$ cat config.mk
export PLATFORM = sky130hd
export DESIGN_NAME = tlb_pid_flush_scan
export DESIGN_NICKNAME = d
export VERILOG_FILES = /design/src/rtl/tlbfs_pkg.sv /design/src/rtl/tlbfs_walk_ctr.sv /design/src/rtl/tlbfs_entry_qual.sv /design/src/rtl/tlb_pid_flush_scan.sv
export SDC_FILE = /design/constraint.sdc
export NUM_CORES = 1
export LEC_CHECK = 0
export ABC_AREA = 1
export CORE_UTILIZATION = 35
export CTS_CLUSTER_DIAMETER = 30
export DETAILED_ROUTE_END_ITERATION = 6
export MAX_ROUTING_LAYER = met4
export PLACE_DENSITY = 0.93
export SLEW_MARGIN = 40
export SYNTH_ARGS = -nofsm -noshare
export SYNTH_HDL_FRONTEND = slang
export SYNTH_SLANG_ARGS = --single-unit
$ cat constraint.sdc
create_clock -name clk -period 3.5 [get_ports clk]
set_input_delay 0.35 -clock clk [delete_from_list [all_inputs] [get_ports clk]]
set_output_delay 0.35 -clock clk [all_outputs]
set_load 0.03 [all_outputs]
$ cat src/rtl/tlbfs_pkg.sv
package tlbfs_pkg;

    typedef enum logic [1:0] {
        ST_IDLE  = 2'd0,
        ST_SCAN  = 2'd1,
        ST_DRAIN = 2'd2,
        ST_DONE  = 2'd3
    } scan_state_t;

    // Field positions of the stored entry words
    localparam int DATA_VALID_BIT  = 3;
    localparam int DATA_GLOBAL_BIT = 4;
    localparam int TAG_PID_LSB     = 0;

endpackage

$ cat src/rtl/tlbfs_walk_ctr.sv
module tlbfs_walk_ctr #(
    parameter int CNT_W = 7
) (
    input  logic             clk,
    input  logic             rst,
    input  logic             clear,
    input  logic             step,
    output logic [CNT_W-1:0] count,
    output logic             last
);

    always_ff @(posedge clk) begin
        if (rst || clear) begin
            count <= '0;
        end else if (step) begin
            count <= count + 1'b1;
        end
    end

    // The entry total is a power of two, so the final entry is all ones.
    assign last = (count == {CNT_W{1'b1}});

endmodule

$ cat src/rtl/tlbfs_entry_qual.sv
module tlbfs_entry_qual
    import tlbfs_pkg::*;
#(
    parameter int WORD_W     = 32,
    parameter int PID_W      = 8,
    parameter int PAGE_SHIFT = 13
) (
    input  logic [WORD_W-1:0] tag,
    input  logic [WORD_W-1:0] data,
    input  logic [PID_W-1:0]  pid,
    output logic              hit,
    output logic [WORD_W-1:0] vaddr
);

    logic pid_eq;

    assign pid_eq = (tag[TAG_PID_LSB +: PID_W] == pid);
    assign hit    = data[DATA_VALID_BIT] && !data[DATA_GLOBAL_BIT] && pid_eq;
    assign vaddr  = {tag[WORD_W-1:PAGE_SHIFT], {PAGE_SHIFT{1'b0}}};

endmodule

$ cat src/rtl/tlb_pid_flush_scan.sv
module tlb_pid_flush_scan
    import tlbfs_pkg::*;
#(
    parameter int NUM_TLBS   = 2,
    parameter int NUM_WAYS   = 4,
    parameter int NUM_SETS   = 16,
    parameter int WORD_W     = 32,
    parameter int PID_W      = 8,
    parameter int PAGE_SHIFT = 13,
    localparam int TLB_W = (NUM_TLBS > 1) ? $clog2(NUM_TLBS) : 1,
    localparam int WAY_W = (NUM_WAYS > 1) ? $clog2(NUM_WAYS) : 1,
    localparam int IDX_W = (NUM_SETS > 1) ? $clog2(NUM_SETS) : 1
) (
    input  logic              clk,
    input  logic              rst,
    input  logic              start_i,
    input  logic [WORD_W-1:0] pid_i,
    output logic              rd_en_o,
    output logic [TLB_W-1:0]  rd_tlb_o,
    output logic [WAY_W-1:0]  rd_way_o,
    output logic [IDX_W-1:0]  rd_idx_o,
    input  logic [WORD_W-1:0] rd_tag_i,
    input  logic [WORD_W-1:0] rd_data_i,
    output logic              flush_o,
    output logic [WORD_W-1:0] flush_addr_o,
    output logic              busy_o,
    output logic              done_o
);

    localparam int CNT_W = TLB_W + WAY_W + IDX_W;

    scan_state_t       state_q, state_d;
    logic [CNT_W-1:0]  entry_cnt;
    logic              entry_last;
    logic              cnt_clear, cnt_step;
    logic [PID_W-1:0]  pid_q;
    logic              rd_vld_q;
    logic              ent_hit;
    logic [WORD_W-1:0] ent_vaddr;
    logic              flush_q;
    logic [WORD_W-1:0] flush_addr_q;

    // State register
    always_ff @(posedge clk) begin
        if (rst) begin
            state_q <= ST_IDLE;
        end else begin
            state_q <= state_d;
        end
    end

    // Next-state logic
    always_comb begin
        state_d = state_q;
        unique case (state_q)
            ST_IDLE:  if (start_i) state_d = ST_SCAN;
            ST_SCAN:  if (entry_last) state_d = ST_DRAIN;
            ST_DRAIN: state_d = ST_DONE;
            ST_DONE:  state_d = ST_IDLE;
            default:  state_d = ST_IDLE;
        endcase
    end

    // Outputs decoded from the state
    always_comb begin
        rd_en_o   = 1'b0;
        busy_o    = 1'b0;
        done_o    = 1'b0;
        cnt_clear = 1'b0;
        cnt_step  = 1'b0;
        unique case (state_q)
            ST_IDLE:  cnt_clear = 1'b1;
            ST_SCAN:  begin
                rd_en_o  = 1'b1;
                busy_o   = 1'b1;
                cnt_step = 1'b1;
            end
            ST_DRAIN: busy_o = 1'b1;
            ST_DONE:  done_o = 1'b1;
            default:  cnt_clear = 1'b1;
        endcase
    end

    // Identifier captured only when a walk is accepted
    always_ff @(posedge clk) begin
        if (rst) begin
            pid_q <= '0;
        end else if (state_q == ST_IDLE && start_i) begin
            pid_q <= pid_i[PID_W-1:0];
        end
    end

    tlbfs_walk_ctr #(
        .CNT_W (CNT_W)
    ) u_walk_ctr (
        .clk   (clk),
        .rst   (rst),
        .clear (cnt_clear),
        .step  (cnt_step),
        .count (entry_cnt),
        .last  (entry_last)
    );

    // Buffer select outermost, way in the middle, row innermost
    assign rd_tlb_o = entry_cnt[CNT_W-1 -: TLB_W];
    assign rd_way_o = entry_cnt[IDX_W +: WAY_W];
    assign rd_idx_o = entry_cnt[0 +: IDX_W];

    tlbfs_entry_qual #(
        .WORD_W     (WORD_W),
        .PID_W      (PID_W),
        .PAGE_SHIFT (PAGE_SHIFT)
    ) u_entry_qual (
        .tag   (rd_tag_i),
        .data  (rd_data_i),
        .pid   (pid_q),
        .hit   (ent_hit),
        .vaddr (ent_vaddr)
    );

    // Read-data valid tracking and registered flush result
    always_ff @(posedge clk) begin
        if (rst) begin
            rd_vld_q     <= 1'b0;
            flush_q      <= 1'b0;
            flush_addr_q <= '0;
        end else begin
            rd_vld_q     <= rd_en_o;
            flush_q      <= rd_vld_q && ent_hit;
            flush_addr_q <= (rd_vld_q && ent_hit) ? ent_vaddr : '0;
        end
    end

    assign flush_o      = flush_q;
    assign flush_addr_o = flush_addr_q;

endmodule

==> impl_metrics.ini, run 1 <==
[synthesis]
synth_area_um2 = 1720
ys_ff_latch = 38
synth.avg_cell_area_um2 = 8.14
ys_seq_area_share_pct = 44.3
synthDistinctLibCells = 21
synthCells = 211
yosys_warnings = 0

[cts]
clk_pin_slew_worst_paths_ns = 0.07
cts_hold_buf = 0
clk_latency_ns = 0.28
cts_setup_buffers = 0
cts.sinks = 38
cts_resized = 0
cts-buffers-inserted = 5
tritoncts = built
clock_path_buffers = 2
root_buffer = clkbuf_8
h-tree-depth = 2

[power]
ir_worst_vdd_uv = 299
p_total_uw = 1180
seqPwrFrac_pct = 42.7
intPower_uw = 785
netSwitchingPower_uw = 396
p_per_area_nw_per_um2 = 471
combPwrFrac_pct = 32.2
p_sw_share_pct = 33.5
leakagePower_uw = 0.00103
pwr-share-clk_pct = 25.1

[die]
dieArea_um2 = 5190
start_util_pct = 36.4
die_w_um = 72.1
io_pins = 142
die_h_um = 72.1
core_area_um2 = 4720
row_count = 25

[worst_setup_path]
path_class = flip-flop to output port
slowest_delay_ns = 0.72
worst_path_max_delay_cell = clkdlybuf4s50_1
cp.arrival_ns = 1.76
cp-start-kind = flip-flop
rr_worst_depth = 6
cp_data_required_time_ns = 3.15
crit_chain = inv_1 -> ha_1 -> clkdlybuf4s50_1
worst_setup_path_end_kind = output port
path_max_fanout = 8

[grt]
grt_pass1_vias = 1367
groute.usage.overall_pct = 13.8
grt.overflow.total = 0
antenna_found_initial = 0
grt_pass1_wl_um = 5500
grt_max_degree = 21

[hold_path]
min_path_type = flip-flop to flip-flop
holdPathStages = 2

[final_layout]
num_antenna_cells = 0
final_common_cell = clkdlybuf4s50_1
fin_nets = 388
syn_to_final_growth_pct = 46.0
final_cell_mix = clkdlybuf4s50_1, inv_1, dfxtp_1
drive_gt1_share_pct = 11.3

[timing]
slew_violations = 0
rsz0062_at_grt = false
final-setup-viol-count = 0
finalCritPeriodShare_pct = 60.2
hold_viol = 0
finalSetupTns_ns = 0
max_freq_ghz = 0.475
fin_skew_ns = 0.00396
layout_setup_ws_ns = 1.39
fin_crit_ns = 2.11

[drt]
wl_met1_um = 1520
drt_drc_violations_left = 0
drtPass1Iterations = 4
drt-initial-drc-count = 46
viasPerCell = 4.17
top_layer = met4
wl_per_cell_um = 9.80
wirelength_um = 3440
dr_wl_met2_um = 1660
vias = 1463
dr_wl_met3_um = 220
ant_nets = 0

[place]
place_ws_ns = 1.70
place_hpwl_um = 2680
portBuffers = 69
gp_congestion = 0.730

[run]
drv_cap = 0

[status]
status = finished clean
==> kinds of logic (layout without fill, tap and decap cells) <==
group                    count (synthesis)  after routing  synth area share, %
AO/OA/AOI/OAI                           24             24                 6.99
flip-flops                              38             38                 44.3
buffers and inverters                   60            121                 17.0
other                                    1             13                0.218
XOR/XNOR                                 4              4                 2.04
AND/OR/NAND/NOR                         78             78                 25.1
adder cells (fa/ha/maj)                  6              6                 4.37
==> worst paths after layout <==
path	from	endpoint	slack (ns)
max	state_q[1]	rd_en_o	1.39
min	pid_q[2]	pid_q[2]	0.46
max reg2reg	state_q[0]	pid_q[5]	2.07
min reg2reg	pid_q[2]	pid_q[2]	0.46
==> power groups by stage <==
stage          sequential [uW]  clock (uW)  combinational (uW)
2_1_floorplan              513           0                 266
3_3_place_gp               511           0                 363
3_5_place_dp               514           0                 376
4_1_cts                    505         309                 378
5_1_grt                    511         329                 424
6_report                   504         297                 380
==> per-layer routing <==
layer	up-vias	track usage, %
met5	-	-
met2	64	24.5
met1	632	14.2
met3	8	4.17
li1	759	-
met4	0	5.45
==> critical path: cells and delay by family (launching register included) <==
family                   cells  cell delay, ns
flip-flops                   1            0.34
buffers and inverters        2            0.82
adder cells (fa/ha/maj)      1            0.31
==> per-stage QoR <==
stage | utilization (%) | cells | hold slack (ns) | area (um2)
2_1_floorplan | - | 223 | 0.422 | 1760
3_3_place_gp | 51.2 | 343 | 0.445 | 2420
3_5_place_dp | 51.2 | 343 | 0.454 | 2420
4_1_cts | 53.1 | 351 | 0.464 | 2510
5_1_grt | 53.1 | 351 | 0.505 | 2510
6_report | 53.1 | 351 | 0.463 | 2510
==> Yosys cell counts <==
master,number,area [um2]
xor2_1,1,8.76
ha_1,6,75.1
conb_1,1,3.75
dfxtp_1,38,761
nand2_2,1,6.26
nand2_1,30,113
a21oi_1,12,60.1
nor3_1,2,10.0
xnor2_1,3,26.3
buf_6,2,22.5
nand3_1,4,20.0
nor2_1,20,75.1
inv_2,1,3.75
buf_4,13,97.6
o21ai_1,1,5.00
o21ai_0,11,55.1
nor3_2,19,190
inv_1,41,154
nor2_2,1,6.26
buf_2,3,15.0
nand3_2,1,10.0
==> flip-flops by register name (all words and copies together), names as in the netlist <==
| signal | flops |
|---|---|
| flush_addr_o | 19 |
| pid_q | 8 |
| u_walk_ctr.count | 7 |
| state_q | 2 |
| flush_o | 1 |
| rd_vld_q | 1 |
==> area by class of cell <==
cell class              instances  area, um2
clock buffers                   7       86.3
clock inverters                 1       5.00
fillers                       456       2210
inverters                      42        158
multi-input cells             125        709
flip-flops and latches         38        761
well taps                      67       83.8
repair buffers                 71        706
Power figures use the tool's default switching activity.
==> run 2, diff against run 1 <==
--- a/config.mk
+++ b/config.mk
@@ -6,11 +6,11 @@
 export NUM_CORES = 1
 export LEC_CHECK = 0
 export ABC_AREA = 1
-export CORE_UTILIZATION = 35
+export CORE_UTILIZATION = 32
 export CTS_CLUSTER_DIAMETER = 30
 export DETAILED_ROUTE_END_ITERATION = 6
 export MAX_ROUTING_LAYER = met4
-export PLACE_DENSITY = 0.93
+export PLACE_DENSITY = 0.87
 export SLEW_MARGIN = 40
 export SYNTH_ARGS = -nofsm -noshare
 export SYNTH_HDL_FRONTEND = slang
==> constraint.sdc (replaced) <==
create_clock -name clk -period 2.19 [get_ports clk]
set_input_delay 0.219 -clock clk [delete_from_list [all_inputs] [get_ports clk]]
set_output_delay 0.219 -clock clk [all_outputs]
set_load 0.03 [all_outputs]
==> run 2 against run 1 <==
Net effect: die area increased by 9.1%; setup slack got worse by 1.2 ns; register-to-register slack got worse by 1.3 ns; critical path depth unchanged; sequential cell count unchanged; core utilization decreased by 4.4 points; sequential share of layout area increased by 0.061 points; clock power increased by 52%; total power increased by 57%; sequential power increased by 60%; via count decreased by 0.34%; combinational power increased by 57%.
==> impl_metrics.ini, run 2 (synthesis results as in run 1) <==
[cts]
h-tree-depth = 2
cts_setup_buffers = 0
cts_resized = 0
tritoncts = built
clk_latency_ns = 0.28
cts-buffers-inserted = 5
clock_path_buffers = 2
cts.sinks = 38
root_buffer = clkbuf_8
clk_pin_slew_worst_paths_ns = 0.07
cts_hold_buf = 0

[timing]
final-setup-viol-count = 0
fin_skew_ns = 0.00610
finalCritPeriodShare_pct = 91.8
rsz0062_at_grt = false
finalSetupTns_ns = 0
max_freq_ghz = 0.497
timing.hold.ws_ns = 0.470
hold_viol = 0
fin_crit_ns = 2.01
slew_violations = 0

[worst_setup_path]
cp_data_required_time_ns = 1.97
cp-start-kind = flip-flop
rr_worst_depth = 7
path_max_fanout = 8
reg2reg_slack_ns = 0.75
worst_setup_path_end_kind = output port
reg2reg_from = state_q[1]
cp.arrival_ns = 1.79
rr_endpoint = u_walk_ctr.count[5]
path_class = flip-flop to output port

[final_layout]
layoutNonFillerInstCount = 352
syn_to_final_growth_pct = 45.7
fill_cells = 519
postLayoutCellArea_um2 = 2500
multiInputGateArea_um2 = 709
num_antenna_cells = 0
fin_nets = 388
final_cell_mix = clkdlybuf4s50_1, inv_1, dfxtp_1
largest_reg_flops = 19
final_common_cell = clkdlybuf4s50_1
drive_gt1_share_pct = 11.0
register_area_um2 = 761

[drt]
drtPass1Iterations = 4
vias = 1458
viasPerCell = 4.14
ant_nets = 0
drt-initial-drc-count = 39
wl_per_cell_um = 10.1
wirelength_um = 3540
drt_drc_violations_left = 0

[die]
start_util_pct = 33.4
row_count = 26
dieArea_um2 = 5670
die_w_um = 75.3
core_area_um2 = 5140
die_h_um = 75.3
io_pins = 142

[grt]
grt_pass1_wl_um = 5530
groute.usage.overall_pct = 13.4
grt.overflow.total = 0
grt_pass1_vias = 1389
grt_max_degree = 21
antenna_found_initial = 0

[run]
drv_cap = 0

[hold_path]
worstHoldStart = pid_q[2]
min_to = pid_q[2]
holdPathStages = 2
min_path_type = flip-flop to flip-flop

[power]
ir_worst_vdd_uv = 601
p_per_area_nw_per_um2 = 741
leakagePower_uw = 0.00103

[place]
placed_cells = 346
gp_congestion = 0.813
portBuffers = 69
place_hpwl_um = 2810
placed_cell_area_um2 = 2420

[status]
status = finished clean
## run 2: changes by cell type in the layout (fill, tap and decap cells not counted)
cell / delta
clkbuf_1: -1
clkinv_2: -1
## run 2: cell type report
class,count,share of cell area [%]
Multi-Input combinational cell,125,28.3
Clock buffer,6,3.30
Inverter,42,6.30
Timing Repair Buffer,71,28.2
Sequential cell,38,30.4
Tap cell,70,3.50
## run 2: worst max-delay path by stage
stage          startpoint                   to  slack [ns]  cells past startpoint
6_report       state_q[1]              rd_en_o        0.18                      3
5_1_grt        state_q[1]              rd_en_o        0.11                      3
4_1_cts        state_q[1]              rd_en_o        0.17                      3
3_5_place_dp   state_q[1]              rd_en_o        0.50                      3
3_3_place_gp   state_q[1]              rd_en_o        0.51                      3
2_1_floorplan  state_q[1]  u_walk_ctr.count[6]        0.73                      7
## run 2: power by group
group / switching, uW / internal [uW] / leakage, uW / total (uW)
clock network: 210 / 242 / 0.0000431 / 452
registers: 46.6 / 760 / 0.000308 / 806
logic: 356 / 241 / 0.000676 / 597
total: 612 / 1240 / 0.00103 / 1860
## run 2: routing by layer
metal | wire (um) | part of all wire [%] | track usage (%) | vias up
met5 | 0 | 0 | - | -
met4 | 27 | 0.76 | 5.56 | 0
met3 | 318 | 9.0 | 4.42 | 4
met2 | 1700 | 48 | 23.3 | 65
met1 | 1500 | 42 | 13.8 | 634
li1 | - | - | - | 755
## run 2: critical path, cell delays in order (launching register included)
cell	delay (ns)
dfxtp_1	0.35
inv_1	0.11
ha_1	0.33
clkdlybuf4s50_1	0.73
## run 2: per-stage QoR
step / utilization [%] / setup WS, ns / power [uW]
2_1_floorplan: - / 0.726 / 1240
3_3_place_gp: 47.1 / 0.508 / 1400
3_5_place_dp: 47.1 / 0.497 / 1420
4_1_cts: 48.7 / 0.167 / 1890
5_1_grt: 48.7 / 0.108 / 1990
6_report: 48.7 / 0.180 / 1860
==> run 3, diff against run 2 <==
--- a/config.mk
+++ b/config.mk
@@ -6,6 +6,7 @@
 export NUM_CORES = 1
 export LEC_CHECK = 0
 export ABC_AREA = 1
+export CAP_MARGIN = 10
 export CORE_UTILIZATION = 32
 export CTS_CLUSTER_DIAMETER = 30
 export DETAILED_ROUTE_END_ITERATION = 6
==> constraint.sdc (replaced) <==
create_clock -name clk -period 2.3 [get_ports clk]
set_input_delay 0.23 -clock clk [delete_from_list [all_inputs] [get_ports clk]]
set_output_delay 0.23 -clock clk [all_outputs]
set_load 0.03 [all_outputs]
==> results of run 3 <==
The final DEF is identical to that of run 2. Status: finished clean.
Main changes from that run: setup slack after placement 0.497 ns -> 0.596 ns; setup slack after layout 0.180 ns -> 0.279 ns; register-to-register setup slack 0.75 ns -> 0.86 ns; total power 1860 uW -> 1770 uW; worst IR drop on VDD 601 uV -> 572 uV
